--- config.mk ---
export PLATFORM = sky130hd
export DESIGN_NAME = clu_reply_router
export DESIGN_NICKNAME = d
export VERILOG_FILES = /design/src/rtl/clu_pkg.sv /design/src/rtl/clu_id_split.sv /design/src/rtl/clu_reply_fifo.sv /design/src/rtl/clu_reply_steer.sv /design/src/rtl/clu_inject_check.sv /design/src/rtl/clu_reply_router.sv
export SDC_FILE = /design/constraint.sdc
export NUM_CORES = 1
export LEC_CHECK = 0
export BUFFER_PORTS_ARGS = -buffer_cell sky130_fd_sc_hd__buf_2
export CAP_MARGIN = 20
export CORE_MARGIN = 3
export CORE_UTILIZATION = 62
export DETAILED_ROUTE_END_ITERATION = 12
export GPL_ROUTABILITY_DRIVEN = 1
export PLACE_DENSITY = 0.85
export SYNTH_ARGS = -nofsm -noshare
export SYNTH_HDL_FRONTEND = slang
export SYNTH_SLANG_ARGS = --single-unit
--- constraint.sdc ---
create_clock -name clk -period 7.2 [get_ports clk]
set_input_delay 1.08 -clock clk [delete_from_list [all_inputs] [get_ports clk]]
set_output_delay 1.08 -clock clk [all_outputs]
set_load 0.05 [all_outputs]
--- src/rtl/clu_pkg.sv ---
// Shared encodings for the cluster reply distributor.
// Assumes the network marks replies with a two-bit kind and a three-bit access type.
package clu_pkg;
    typedef enum logic [1:0] {
        KIND_RD_REQ  = 2'd0,
        KIND_WR_REQ  = 2'd1,
        KIND_REPLY   = 2'd2,
        KIND_WR_ACK  = 2'd3
    } pkt_kind_e;

    typedef enum logic [2:0] {
        ACC_CONST_RD  = 3'd0,
        ACC_GLOB_RD   = 3'd1,
        ACC_GLOB_WR   = 3'd2,
        ACC_LOCAL_RD  = 3'd3,
        ACC_LOCAL_WR  = 3'd4,
        ACC_TEX_RD    = 3'd5,
        ACC_IFETCH_RD = 3'd6,
        ACC_RSVD      = 3'd7
    } acc_type_e;
endpackage

--- src/rtl/clu_id_split.sv ---
// Splits a global core ID into cluster number and local core index.
// Assumes CORES >= 1; the divide and modulo are by a constant.
module clu_id_split #(
    parameter int GID_W = 8,
    parameter int CORES = 4,
    localparam int IDX_W = (CORES > 1) ? $clog2(CORES) : 1
) (
    input  logic [GID_W-1:0] gid,
    output logic [GID_W-1:0] cluster,
    output logic [IDX_W-1:0] local_idx
);
    localparam logic [GID_W-1:0] CORES_V = GID_W'(CORES);

    // Quotient and remainder of the global ID by the cluster size.
    always_comb begin
        cluster   = gid / CORES_V;
        local_idx = IDX_W'(gid % CORES_V);
    end
endmodule

--- src/rtl/clu_reply_fifo.sv ---
// Ordered storage of reply entries, register based.
// Assumes the caller never pushes when full nor pops when empty.
module clu_reply_fifo #(
    parameter int W     = 18,
    parameter int DEPTH = 8,
    localparam int PTR_W = (DEPTH > 1) ? $clog2(DEPTH) : 1,
    localparam int CNT_W = $clog2(DEPTH + 1)
) (
    input  logic             clk,
    input  logic             rst_n,
    input  logic             push,
    input  logic [W-1:0]     din,
    input  logic             pop,
    output logic [W-1:0]     head,
    output logic             not_empty,
    output logic [CNT_W-1:0] count
);
    localparam logic [PTR_W-1:0] LAST = PTR_W'(DEPTH - 1);

    logic [W-1:0]     mem [DEPTH];
    logic [PTR_W-1:0] wr_ptr;
    logic [PTR_W-1:0] rd_ptr;

    // Write the incoming entry at the tail slot.
    always_ff @(posedge clk) begin
        if (push) mem[wr_ptr] <= din;
    end

    // Advance pointers and occupancy.
    always_ff @(posedge clk) begin
        if (!rst_n) begin
            wr_ptr <= '0;
            rd_ptr <= '0;
            count  <= '0;
        end else begin
            if (push) wr_ptr <= (wr_ptr == LAST) ? '0 : wr_ptr + 1'b1;
            if (pop)  rd_ptr <= (rd_ptr == LAST) ? '0 : rd_ptr + 1'b1;
            case ({push, pop})
                2'b10:   count <= count + 1'b1;
                2'b01:   count <= count - 1'b1;
                default: count <= count;
            endcase
        end
    end

    // Present the oldest entry.
    always_comb begin
        head      = mem[rd_ptr];
        not_empty = (count != '0);
    end

    AST_NO_OVERFLOW: assert property (@(posedge clk) disable iff (!rst_n)
        push |-> (count < CNT_W'(DEPTH) || pop)) else $error("push into full store");
    AST_NO_UNDERFLOW: assert property (@(posedge clk) disable iff (!rst_n)
        pop |-> not_empty) else $error("pop from empty store");
endmodule

--- src/rtl/clu_reply_steer.sv ---
// Decodes the head entry into one per-core valid and a pop strobe.
// Assumes head_idx < CORES, which holds since it is a remainder.
module clu_reply_steer #(
    parameter int CORES = 4,
    localparam int IDX_W = (CORES > 1) ? $clog2(CORES) : 1
) (
    input  logic             clk,
    input  logic             rst_n,
    input  logic             head_valid,
    input  logic             head_fetch,
    input  logic [IDX_W-1:0] head_idx,
    input  logic [CORES-1:0] fetch_ready,
    input  logic [CORES-1:0] ls_ready,
    output logic [CORES-1:0] fetch_valid,
    output logic [CORES-1:0] ls_valid,
    output logic             pop
);
    for (genvar c = 0; c < CORES; c++) begin : g_core
        logic mine;
        // Select this core's fetch or load/store port.
        always_comb begin
            mine           = head_valid && (head_idx == IDX_W'(c));
            fetch_valid[c] = mine && head_fetch;
            ls_valid[c]    = mine && !head_fetch;
        end
    end

    // Pop once the chosen destination has room.
    always_comb begin
        pop = |(fetch_valid & fetch_ready) || |(ls_valid & ls_ready);
    end

    AST_ONE_DEST: assert property (@(posedge clk) disable iff (!rst_n)
        $onehot0({fetch_valid, ls_valid})) else $error("several ports offered");
endmodule

--- src/rtl/clu_inject_check.sv ---
// Combinational injection-space test for an outgoing request.
// Assumes sizes and free room are in the same units.
module clu_inject_check #(
    parameter int SZ_W     = 8,
    parameter int READ_PKT = 8
) (
    input  logic            inj_write,
    input  logic [SZ_W-1:0] inj_bytes,
    input  logic [SZ_W-1:0] inj_room,
    output logic            inj_full
);
    localparam logic [SZ_W-1:0] RD_SZ = SZ_W'(READ_PKT);

    logic [SZ_W-1:0] need;

    // Reads are charged a fixed packet; writes their own size.
    always_comb begin
        need     = inj_write ? inj_bytes : RD_SZ;
        inj_full = need > inj_room;
    end
endmodule

--- src/rtl/clu_reply_router.sv ---
// Top of the cluster reply distributor: admits network replies into an
// ordered store while below EJ_LIMIT, steers the head to its core's fetch or
// load/store port, flags malformed arrivals, and offers an injection check.
// Assumes EJ_LIMIT <= DEPTH and a network that holds its offer until taken.
module clu_reply_router
    import clu_pkg::*;
#(
    parameter int CORES      = 4,
    parameter int DEPTH      = 8,
    parameter int EJ_LIMIT   = 6,
    parameter int GID_W      = 8,
    parameter int DW         = 16,
    parameter int CLUSTER_ID = 1,
    parameter int SZ_W       = 8,
    parameter int READ_PKT   = 8
) (
    input  logic             clk,
    input  logic             rst_n,
    input  logic             net_valid,
    output logic             net_ready,
    input  logic [1:0]       net_kind,
    input  logic [2:0]       net_acc,
    input  logic [GID_W-1:0] net_gid,
    input  logic [DW-1:0]    net_data,
    output logic [CORES-1:0] fetch_valid,
    input  logic [CORES-1:0] fetch_ready,
    output logic [CORES-1:0] ls_valid,
    input  logic [CORES-1:0] ls_ready,
    output logic [DW-1:0]    out_data,
    output logic             err_flag,
    input  logic             inj_write,
    input  logic [SZ_W-1:0]  inj_bytes,
    input  logic [SZ_W-1:0]  inj_room,
    output logic             inj_full
);
    localparam int IDX_W = (CORES > 1) ? $clog2(CORES) : 1;
    localparam int ENT_W = 1 + IDX_W + DW;
    localparam int CNT_W = $clog2(DEPTH + 1);
    localparam logic [CNT_W-1:0] LIMIT_V = CNT_W'(EJ_LIMIT);
    localparam logic [GID_W-1:0] MY_CLU  = GID_W'(CLUSTER_ID);

    logic [GID_W-1:0] in_cluster;
    logic [IDX_W-1:0] in_idx;
    logic             accept;
    logic             bad_pkt;
    logic [ENT_W-1:0] in_entry;
    logic [ENT_W-1:0] head;
    logic             head_valid;
    logic             head_fetch;
    logic [IDX_W-1:0] head_idx;
    logic             pop;
    logic [CNT_W-1:0] count;
    logic             err_q;

    clu_id_split #(.GID_W(GID_W), .CORES(CORES)) u_split (
        .gid       (net_gid),
        .cluster   (in_cluster),
        .local_idx (in_idx)
    );

    // Admission test on the pre-edge count, and entry packing.
    always_comb begin
        net_ready = count < LIMIT_V;
        accept    = net_valid && net_ready;
        bad_pkt   = (net_kind != KIND_REPLY) || (in_cluster != MY_CLU);
        in_entry  = {(net_acc == ACC_IFETCH_RD), in_idx, net_data};
    end

    clu_reply_fifo #(.W(ENT_W), .DEPTH(DEPTH)) u_fifo (
        .clk       (clk),
        .rst_n     (rst_n),
        .push      (accept),
        .din       (in_entry),
        .pop       (pop),
        .head      (head),
        .not_empty (head_valid),
        .count     (count)
    );

    // Unpack the head entry.
    always_comb begin
        head_fetch = head[ENT_W-1];
        head_idx   = head[DW +: IDX_W];
        out_data   = head[DW-1:0];
    end

    clu_reply_steer #(.CORES(CORES)) u_steer (
        .clk         (clk),
        .rst_n       (rst_n),
        .head_valid  (head_valid),
        .head_fetch  (head_fetch),
        .head_idx    (head_idx),
        .fetch_ready (fetch_ready),
        .ls_ready    (ls_ready),
        .fetch_valid (fetch_valid),
        .ls_valid    (ls_valid),
        .pop         (pop)
    );

    // Sticky record of any malformed arrival.
    always_ff @(posedge clk) begin
        if (!rst_n) err_q <= 1'b0;
        else if (accept && bad_pkt) err_q <= 1'b1;
    end
    assign err_flag = err_q;

    clu_inject_check #(.SZ_W(SZ_W), .READ_PKT(READ_PKT)) u_inj (
        .inj_write (inj_write),
        .inj_bytes (inj_bytes),
        .inj_room  (inj_room),
        .inj_full  (inj_full)
    );

    AST_FILL_BOUND: assert property (@(posedge clk) disable iff (!rst_n)
        count <= LIMIT_V) else $error("store above limit");
    AST_HEAD_HELD: assert property (@(posedge clk) disable iff (!rst_n)
        (head_valid && !pop) |=> (head_valid && $stable(out_data))) else $error("head moved while stalled");
    AST_ERR_STICKY: assert property (@(posedge clk) disable iff (!rst_n)
        err_q |=> err_q) else $error("error flag dropped");
endmodule

==> results of run 1 <==
==> Yosys cell counts, types with 4 or more instances <==
library cell	number	area [um2]
sky130_fd_sc_hd__clkbuf_1	7	26.3
sky130_fd_sc_hd__o21ai_0	4	20.0
sky130_fd_sc_hd__inv_1	9	33.8
sky130_fd_sc_hd__mux2_2	17	191
sky130_fd_sc_hd__nand2_1	10	37.5
sky130_fd_sc_hd__nor3_1	6	30.0
sky130_fd_sc_hd__mux4_2	35	788
sky130_fd_sc_hd__mux2i_1	11	110
sky130_fd_sc_hd__nand2b_1	6	37.5
sky130_fd_sc_hd__buf_2	4	20.0
sky130_fd_sc_hd__nor2_1	13	48.8
sky130_fd_sc_hd__a21oi_1	7	35.0
sky130_fd_sc_hd__nor2b_1	7	43.8
sky130_fd_sc_hd__edfxtp_1	152	4560
sky130_fd_sc_hd__dfxtp_1	14	280
sky130_fd_sc_hd__ha_1	15	188
sky130_fd_sc_hd__and2_1	7	43.8
sky130_fd_sc_hd__nand3_1	4	20.0
==> per-stage QoR <==
stage	worst slack, ns	power (mW)	hold slack, ns	std cells	util
floorplan	3.24	1.92	0.460	360	-
global placement	3.25	2.07	0.449	576	0.710
detailed placement	3.03	2.10	0.452	576	0.710
CTS	2.84	2.95	0.476	608	0.763
global route	2.67	3.06	0.493	608	0.763
finish	2.93	2.93	0.476	608	0.763
==> worst min-delay path by stage <==
| stage | endpoint | cells after the start | slack [ns] | from |
|---|---|---|---|---|
| final | err_flag | 1 | 0.48 | err_flag |
| after detailed placement | err_flag | 1 | 0.45 | err_flag |
| after global placement | err_flag | 1 | 0.45 | err_flag |
| after CTS | err_flag | 1 | 0.48 | err_flag |
| after floorplan | register | 2 | 0.46 | u_fifo.rd_ptr[0] |
| after global routing | err_flag | 1 | 0.49 | err_flag |
==> flip-flops by register name (all words and copies together) (netlist names), named ones only <==
| signal | cells |
|---|---|
| u_fifo.rd_ptr | 3 |
| u_fifo.mem | 152 |
| u_fifo.wr_ptr | 3 |
| err_flag | 1 |
| u_fifo.count | 4 |
==> layer usage <==
| metal | wire length, um | vias up | global-route usage |
|---|---|---|---|
| met3 | 877 | 26 | 0.0540 |
| li1 | - | 1634 | - |
| met2 | 7010 | 150 | 0.381 |
| met1 | 5110 | 1808 | 0.290 |
| met4 | 344 | 0 | 0.0908 |
| met5 | 0 | - | 0 |
==> layout make-up <==
cell class | count | area (um2) | area share
Clock buffer | 17 | 414 | 0.0517
Inverter | 9 | 33.8 | 0.00421
Clock inverter | 15 | 143 | 0.0178
Sequential cell | 166 | 4850 | 0.604
Tap cell | 136 | 170 | 0.0212
Timing Repair Buffer | 94 | 498 | 0.0621
Multi-Input combinational cell | 171 | 1910 | 0.239
==> where the power goes <==
part | total, mW | switching (mW) | internal, mW
clock network | 0.841 | 0.375 | 0.466
registers | 1.18 | 0.0507 | 1.13
logic | 0.910 | 0.563 | 0.347
==> cell families after synthesis <==
| kind of cell | after synthesis | synth area share |
|---|---|---|
| AO/OA/AOI/OAI | 25 | 0.0249 |
| flip-flops | 166 | 0.708 |
| multiplexers | 66 | 0.170 |
| AND/OR/NAND/NOR | 62 | 0.0482 |
| adder cells (fa/ha/maj) | 15 | 0.0274 |
| XOR/XNOR | 3 | 0.00384 |
| buffers and inverters | 23 | 0.0179 |
==> impl_metrics.prom, run 1 <==
# TYPE chip_impl_metric gauge
chip_impl_metric{name="cts.hold.buffers_added",unit=""} 0
chip_impl_metric{name="critical_path.max_fanout",unit=""} 24
chip_impl_info{name="path_cells",value="buf_4 -> mux2i_1 -> mux4_2 -> or2_1 -> nor2_1 -> buf_2"} 1
chip_impl_metric{name="cellPowerDensity",unit="mW/mm2"} 365
chip_impl_metric{name="via_count",unit=""} 3618
chip_impl_info{name="grt_setup_unrepaired",value="false"} 1
chip_impl_metric{name="drc_violation_count_after_routing",unit=""} 0
chip_impl_metric{name="cts_num_sinks",unit=""} 166
chip_impl_metric{name="drt_pre_antenna_iters",unit=""} 4
chip_impl_info{name="clock_tree.root_cell",value="sky130_fd_sc_hd__clkbuf_8"} 1
chip_impl_metric{name="routed_via_density",unit=""} 5.95
chip_impl_metric{name="detailed_place_hpwl",unit="um"} 7850
chip_impl_info{name="capturing_element_type_of_the_critical_path",value="output port"} 1
chip_impl_info{name="layout_common_cells",value="152 x sky130_fd_sc_hd__edfxtp_1, 83 x sky130_fd_sc_hd__buf_2, 35 x sky130_fd_sc_hd__mux4_2"} 1
chip_impl_metric{name="clkTransAtPathRegs",unit="ns"} 0.07
chip_impl_metric{name="die_height",unit="um"} 111
chip_impl_metric{name="synthesis.nets",unit=""} 432
chip_impl_metric{name="synth_cell_types",unit=""} 40
chip_impl_info{name="tritoncts",value="yes"} 1
chip_impl_metric{name="setup.reg_to_reg.worst_slack",unit="ns"} 3.05
chip_impl_metric{name="leakage",unit="nW"} 2.86
chip_impl_metric{name="placeableCoreArea",unit="mm2"} 0.0105
chip_impl_info{name="start_kind",value="register"} 1
chip_impl_metric{name="fraction_of_final_layout_cells_sized_beyond_drive_strength_1",unit=""} 0.403
chip_impl_metric{name="rows",unit=""} 37
chip_impl_metric{name="cp_num_buf_inv",unit=""} 2
chip_impl_metric{name="remaining_overflow_grt",unit=""} 0
chip_impl_metric{name="total_wirelength_of_the_detailed_routed_design",unit="um"} 13300
chip_impl_metric{name="ctsLongestPathBuffers",unit=""} 2
chip_impl_metric{name="cp_num_cells",unit=""} 6
chip_impl_info{name="timing.critical_path.max_delay_family",value="multiplexers"} 1
chip_impl_metric{name="fp.dieArea",unit="mm2"} 0.0123
chip_impl_metric{name="die_width",unit="um"} 111
chip_impl_metric{name="cell_area_after_synthesis",unit="mm2"} 0.00685
chip_impl_metric{name="port_buffers",unit=""} 83
chip_impl_metric{name="fillers",unit=""} 545
chip_impl_metric{name="grt.total_usage",unit=""} 0.227
chip_impl_metric{name="timing.final.hold_violations",unit=""} 0
chip_impl_info{name="ys.flop_type",value="sky130_fd_sc_hd__edfxtp_1"} 1
chip_impl_metric{name="postCtsResizedCells",unit=""} 0
chip_impl_metric{name="cts_htree_levels",unit=""} 4
chip_impl_metric{name="drtIter0Drc",unit=""} 292
chip_impl_metric{name="detail-route-antenna-nets",unit=""} 0
chip_impl_metric{name="report.final.slew_viol_count",unit=""} 0
chip_impl_metric{name="design.portCount",unit=""} 84
chip_impl_metric{name="number_of_global_route_vias_before_repair",unit=""} 3868
chip_impl_metric{name="design.final.nets",unit=""} 531
chip_impl_metric{name="place_area",unit="mm2"} 0.00746
chip_impl_metric{name="synth_async_sr_flop_share",unit=""} 0
chip_impl_metric{name="antenna_violations_before_repair",unit=""} 0
chip_impl_metric{name="synth-edff-count",unit=""} 152
chip_impl_metric{name="cpPeakStageDelay",unit="ns"} 0.70
chip_impl_metric{name="cp.required",unit="ns"} 6.12
chip_impl_metric{name="initial_standard_cell_utilization_of_the_core",unit=""} 0.652
chip_impl_metric{name="final-setup-viol-count",unit=""} 0
chip_impl_metric{name="period_share",unit=""} 0.593
chip_impl_metric{name="reg2regPathDepth",unit=""} 14
chip_impl_metric{name="worst-slew-pin-transition",unit="ns"} 0.938
chip_impl_metric{name="clock_latency",unit="ns"} 0.52
chip_impl_metric{name="grt_max_degree",unit=""} 37
chip_impl_metric{name="ys_seq_area_frac",unit=""} 0.708
chip_impl_info{name="worstSetupPathType",value="reg2out"} 1
chip_impl_metric{name="gp_congestion",unit=""} 0.818
chip_impl_metric{name="synthesized_area_per_cell",unit="um2"} 19.0
chip_impl_info{name="worst_path_max_delay_cell",value="sky130_fd_sc_hd__dfxtp_2"} 1
chip_impl_info{name="worstHoldPathType",value="reg2reg"} 1
chip_impl_info{name="reg2reg_to",value="u_fifo.count[2]"} 1
chip_impl_metric{name="cts_made_buffers",unit=""} 17
chip_impl_metric{name="detail_route.wl_per_cell",unit="um"} 22.0
chip_impl_metric{name="max-slew-margin-rel",unit=""} 0.371
chip_impl_metric{name="cts.repair_timing.setup_buffer_count",unit=""} 0
chip_impl_metric{name="fin_area",unit="mm2"} 0.00802
chip_impl_metric{name="final.min_clock_period",unit="ns"} 4.27
chip_impl_metric{name="max_freq",unit="GHz"} 0.234
chip_impl_metric{name="worstPathArrival",unit="ns"} 3.19
chip_impl_info{name="outcome",value="completed"} 1
chip_impl_metric{name="inserted_diodes",unit=""} 0
chip_impl_metric{name="wire_length_of_the_first_global_routing_pass",unit="um"} 20900
chip_impl_info{name="final_common_cell",value="sky130_fd_sc_hd__edfxtp_1"} 1
chip_impl_metric{name="warnings_synthesis",unit=""} 0
chip_impl_metric{name="setup_tns",unit="ns"} 0
chip_impl_metric{name="synthCells",unit=""} 360
chip_impl_metric{name="finClkSkew",unit="ns"} 0.00824
chip_impl_metric{name="drv_cap",unit=""} 0
chip_impl_info{name="endpoint",value="fetch_valid[3]"} 1
chip_impl_metric{name="yosys_register_bits",unit=""} 166
chip_impl_metric{name="area_delta_synth_final",unit="%"} 17.1
chip_impl_metric{name="worst_ir_drop_vdd",unit="mV"} 0.300
(Power assumes the default switching activity.)
==> inputs of run 2 (changes only) <==
- CORE_UTILIZATION: 62 -> 58
- PLACE_DENSITY: 0.85 -> 0.81
- clock period: 7.2 -> 4.3 ns (I/O delays scaled with it)
==> run 2 against run 1 <==
Setup slack got worse by 2.2 ns. Sequential share of layout area decreased by 0.30 points. Sequential power increased by 67%. Global-route usage decreased by 0.90 points. Critical path type is now reg2reg. Wire length about the same. Critical endpoint is now u_fifo.count[2]. Cell area increased by 0.53%. First-iteration DRC count decreased by 32%.
==> impl_metrics.prom, run 2 (synthesized netlist as in run 1, its figures left out) <==
# TYPE chip_impl_metric gauge
chip_impl_metric{name="report.final.slew_viol_count",unit=""} 0
chip_impl_metric{name="timing.final.hold_violations",unit=""} 0
chip_impl_metric{name="worstPathArrival",unit="ns"} 3.90
chip_impl_info{name="final_common_cell",value="sky130_fd_sc_hd__edfxtp_1"} 1
chip_impl_metric{name="grt_use_met1",unit=""} 0.274
chip_impl_metric{name="setup_tns",unit="ns"} 0
chip_impl_metric{name="fraction_of_final_layout_cells_sized_beyond_drive_strength_1",unit=""} 0.409
chip_impl_info{name="grt_setup_unrepaired",value="false"} 1
chip_impl_metric{name="placeableCoreArea",unit="mm2"} 0.0115
chip_impl_metric{name="final.min_clock_period",unit="ns"} 3.57
chip_impl_metric{name="number_of_global_route_vias_before_repair",unit=""} 3772
chip_impl_info{name="layout_common_cells",value="152 x sky130_fd_sc_hd__edfxtp_1, 83 x sky130_fd_sc_hd__buf_2, 35 x sky130_fd_sc_hd__mux4_2"} 1
chip_impl_metric{name="rows",unit=""} 39
chip_impl_metric{name="die_width",unit="um"} 115
chip_impl_metric{name="cts_htree_levels",unit=""} 4
chip_impl_metric{name="leakage",unit="nW"} 2.88
chip_impl_metric{name="cts_num_sinks",unit=""} 166
chip_impl_info{name="worstHoldPathType",value="reg2reg"} 1
chip_impl_metric{name="cts.repair_timing.setup_buffer_count",unit=""} 0
chip_impl_info{name="timing.critical_path.max_delay_family",value="multiplexers"} 1
chip_impl_metric{name="max-slew-margin-rel",unit=""} 0.329
chip_impl_metric{name="drt_pre_antenna_iters",unit=""} 4
chip_impl_info{name="worstSetupPathType",value="reg2reg"} 1
chip_impl_metric{name="postCtsResizedCells",unit=""} 0
chip_impl_metric{name="antenna_violations_before_repair",unit=""} 0
chip_impl_metric{name="design.portCount",unit=""} 84
chip_impl_info{name="reg_top3",value="u_fifo.mem x152, u_fifo.count x4"} 1
chip_impl_info{name="path_cells",value="buf_4 -> mux2i_1 -> mux4_2 -> mux2i_1 -> o22ai_1 -> o21ai_2 -> inv_1 -> ha_1 -> xor2_1 -> ha_1 -> a21oi_1 -> xor2_1 -> or3_1 -> a21boi_0"} 1
chip_impl_info{name="clock_tree.root_cell",value="sky130_fd_sc_hd__clkbuf_16"} 1
chip_impl_metric{name="clock_latency",unit="ns"} 0.42
chip_impl_metric{name="clkTransAtPathRegs",unit="ns"} 0.06
chip_impl_metric{name="inserted_diodes",unit=""} 0
chip_impl_metric{name="remaining_overflow_grt",unit=""} 0
chip_impl_metric{name="drv_cap",unit=""} 0
chip_impl_metric{name="setup_slack_placement",unit="ns"} 0.724
chip_impl_metric{name="grt_util_met3",unit=""} 0.0624
chip_impl_metric{name="port_buffers",unit=""} 83
chip_impl_metric{name="fp.dieArea",unit="mm2"} 0.0131
chip_impl_metric{name="cellPowerDensity",unit="mW/mm2"} 616
chip_impl_metric{name="critical_path.max_fanout",unit=""} 17
chip_impl_metric{name="place_area",unit="mm2"} 0.00748
chip_impl_metric{name="cts.hold.buffers_added",unit=""} 0
chip_impl_metric{name="fin_area",unit="mm2"} 0.00806
chip_impl_metric{name="max_ffs_per_register",unit=""} 152
chip_impl_metric{name="drtIter0Drc",unit=""} 198
chip_impl_metric{name="worst_ir_drop_vdd",unit="mV"} 0.361
chip_impl_metric{name="finClkSkew",unit="ns"} 0.0117
chip_impl_info{name="tritoncts",value="yes"} 1
chip_impl_metric{name="area_delta_synth_final",unit="%"} 17.7
chip_impl_metric{name="grt_max_degree",unit=""} 23
chip_impl_info{name="capturing_element_type_of_the_critical_path",value="register"} 1
chip_impl_metric{name="final-setup-viol-count",unit=""} 0
chip_impl_info{name="start_kind",value="register"} 1
chip_impl_metric{name="detailed_place_hpwl",unit="um"} 8110
chip_impl_metric{name="timing.final.ws_setup",unit="ns"} 0.735
chip_impl_metric{name="design.final.nets",unit=""} 533
chip_impl_metric{name="wire_length_of_the_first_global_routing_pass",unit="um"} 20700
chip_impl_metric{name="cp_num_buf_inv",unit=""} 2
chip_impl_metric{name="cts_made_buffers",unit=""} 17
chip_impl_info{name="gr-max-usage-layer",value="met2"} 1
chip_impl_metric{name="worst-slew-pin-transition",unit="ns"} 1.00
chip_impl_metric{name="cp.required",unit="ns"} 4.64
chip_impl_metric{name="total_wirelength_of_the_detailed_routed_design",unit="um"} 13300
chip_impl_metric{name="gp_congestion",unit=""} 0.744
chip_impl_metric{name="routed_via_density",unit=""} 5.88
chip_impl_info{name="outcome",value="completed"} 1
chip_impl_metric{name="max_freq",unit="GHz"} 0.280
chip_impl_metric{name="detail_route.wl_per_cell",unit="um"} 21.6
chip_impl_metric{name="ctsLongestPathBuffers",unit=""} 2
chip_impl_metric{name="met2_usage",unit=""} 0.361
chip_impl_metric{name="report.power.total",unit="mW"} 4.96
chip_impl_info{name="largest-register",value="u_fifo.mem"} 1
chip_impl_metric{name="cpPeakStageDelay",unit="ns"} 0.61
chip_impl_metric{name="via_count",unit=""} 3626
chip_impl_info{name="worst_path_max_delay_cell",value="sky130_fd_sc_hd__mux4_2"} 1
chip_impl_metric{name="initial_standard_cell_utilization_of_the_core",unit=""} 0.597
chip_impl_metric{name="grt.total_usage",unit=""} 0.218
chip_impl_metric{name="detail-route-antenna-nets",unit=""} 0
chip_impl_metric{name="die_height",unit="um"} 115
chip_impl_metric{name="drc_violation_count_after_routing",unit=""} 0
chip_impl_metric{name="period_share",unit=""} 0.829
## run 2: cell count changes in the layout (fill, tap and decap cells not counted), sizes merged
cell	change
clkinvlp	-1
clkinv	+1
buf	+2
## run 2: layout make-up
type / count / area, um2
Clock buffer: 17 / 425
Clock inverter: 15 / 145
Fill cell: 665 / 3410
Inverter: 9 / 33.8
Multi-Input combinational cell: 171 / 1910
Sequential cell: 166 / 4850
Tap cell: 143 / 179
Timing Repair Buffer: 96 / 517
## run 2: path summary, 6_finish.rpt
| kind | from | endpoint | slack (ns) | cells after the start |
|---|---|---|---|---|
| setup reg to reg | register | u_fifo.count[2] | 0.73 | 14 |
| hold / removal | err_flag | err_flag | 0.47 | 1 |
| setup / recovery | register | u_fifo.count[2] | 0.73 | 14 |
| hold reg to reg | err_flag | err_flag | 0.47 | 1 |
## run 2: where the power goes
part / internal [mW] / total [mW] / switching, mW
Sequential: 1.89 / 1.97 / 0.0838
Combinational: 0.587 / 1.54 / 0.953
Clock: 0.810 / 1.45 / 0.639
## run 2: metrics by stage
stage | std cells | hold WS (ns) | util
global placement | 584 | 0.451 | 0.652
global route | 617 | 0.485 | 0.703
finish | 617 | 0.468 | 0.703
floorplan | 360 | 0.460 | -
detailed placement | 584 | 0.460 | 0.652
CTS | 616 | 0.473 | 0.702
## run 2: worst reg2reg max path, stage by stage (launching register included)
cell and delay (ns):
sky130_fd_sc_hd__dfxtp_2 0.36, sky130_fd_sc_hd__buf_4 0.33, sky130_fd_sc_hd__mux2i_1 0.14, sky130_fd_sc_hd__mux4_2 0.61, sky130_fd_sc_hd__mux2i_1 0.20, sky130_fd_sc_hd__o22ai_1 0.12, sky130_fd_sc_hd__o21ai_2 0.26, sky130_fd_sc_hd__inv_1 0.11
sky130_fd_sc_hd__ha_1 0.28, sky130_fd_sc_hd__xor2_1 0.17, sky130_fd_sc_hd__ha_1 0.18, sky130_fd_sc_hd__a21oi_1 0.16, sky130_fd_sc_hd__xor2_1 0.11, sky130_fd_sc_hd__or3_1 0.31, sky130_fd_sc_hd__a21boi_0 0.16
## run 2: metal layers
metal | up-vias | share of wire | routed length (um)
li1 | 1650 | - | -
met1 | 1832 | 0.40 | 5320
met2 | 124 | 0.53 | 7060
met3 | 20 | 0.053 | 710
met4 | 0 | 0.019 | 249
met5 | - | 0 | 0
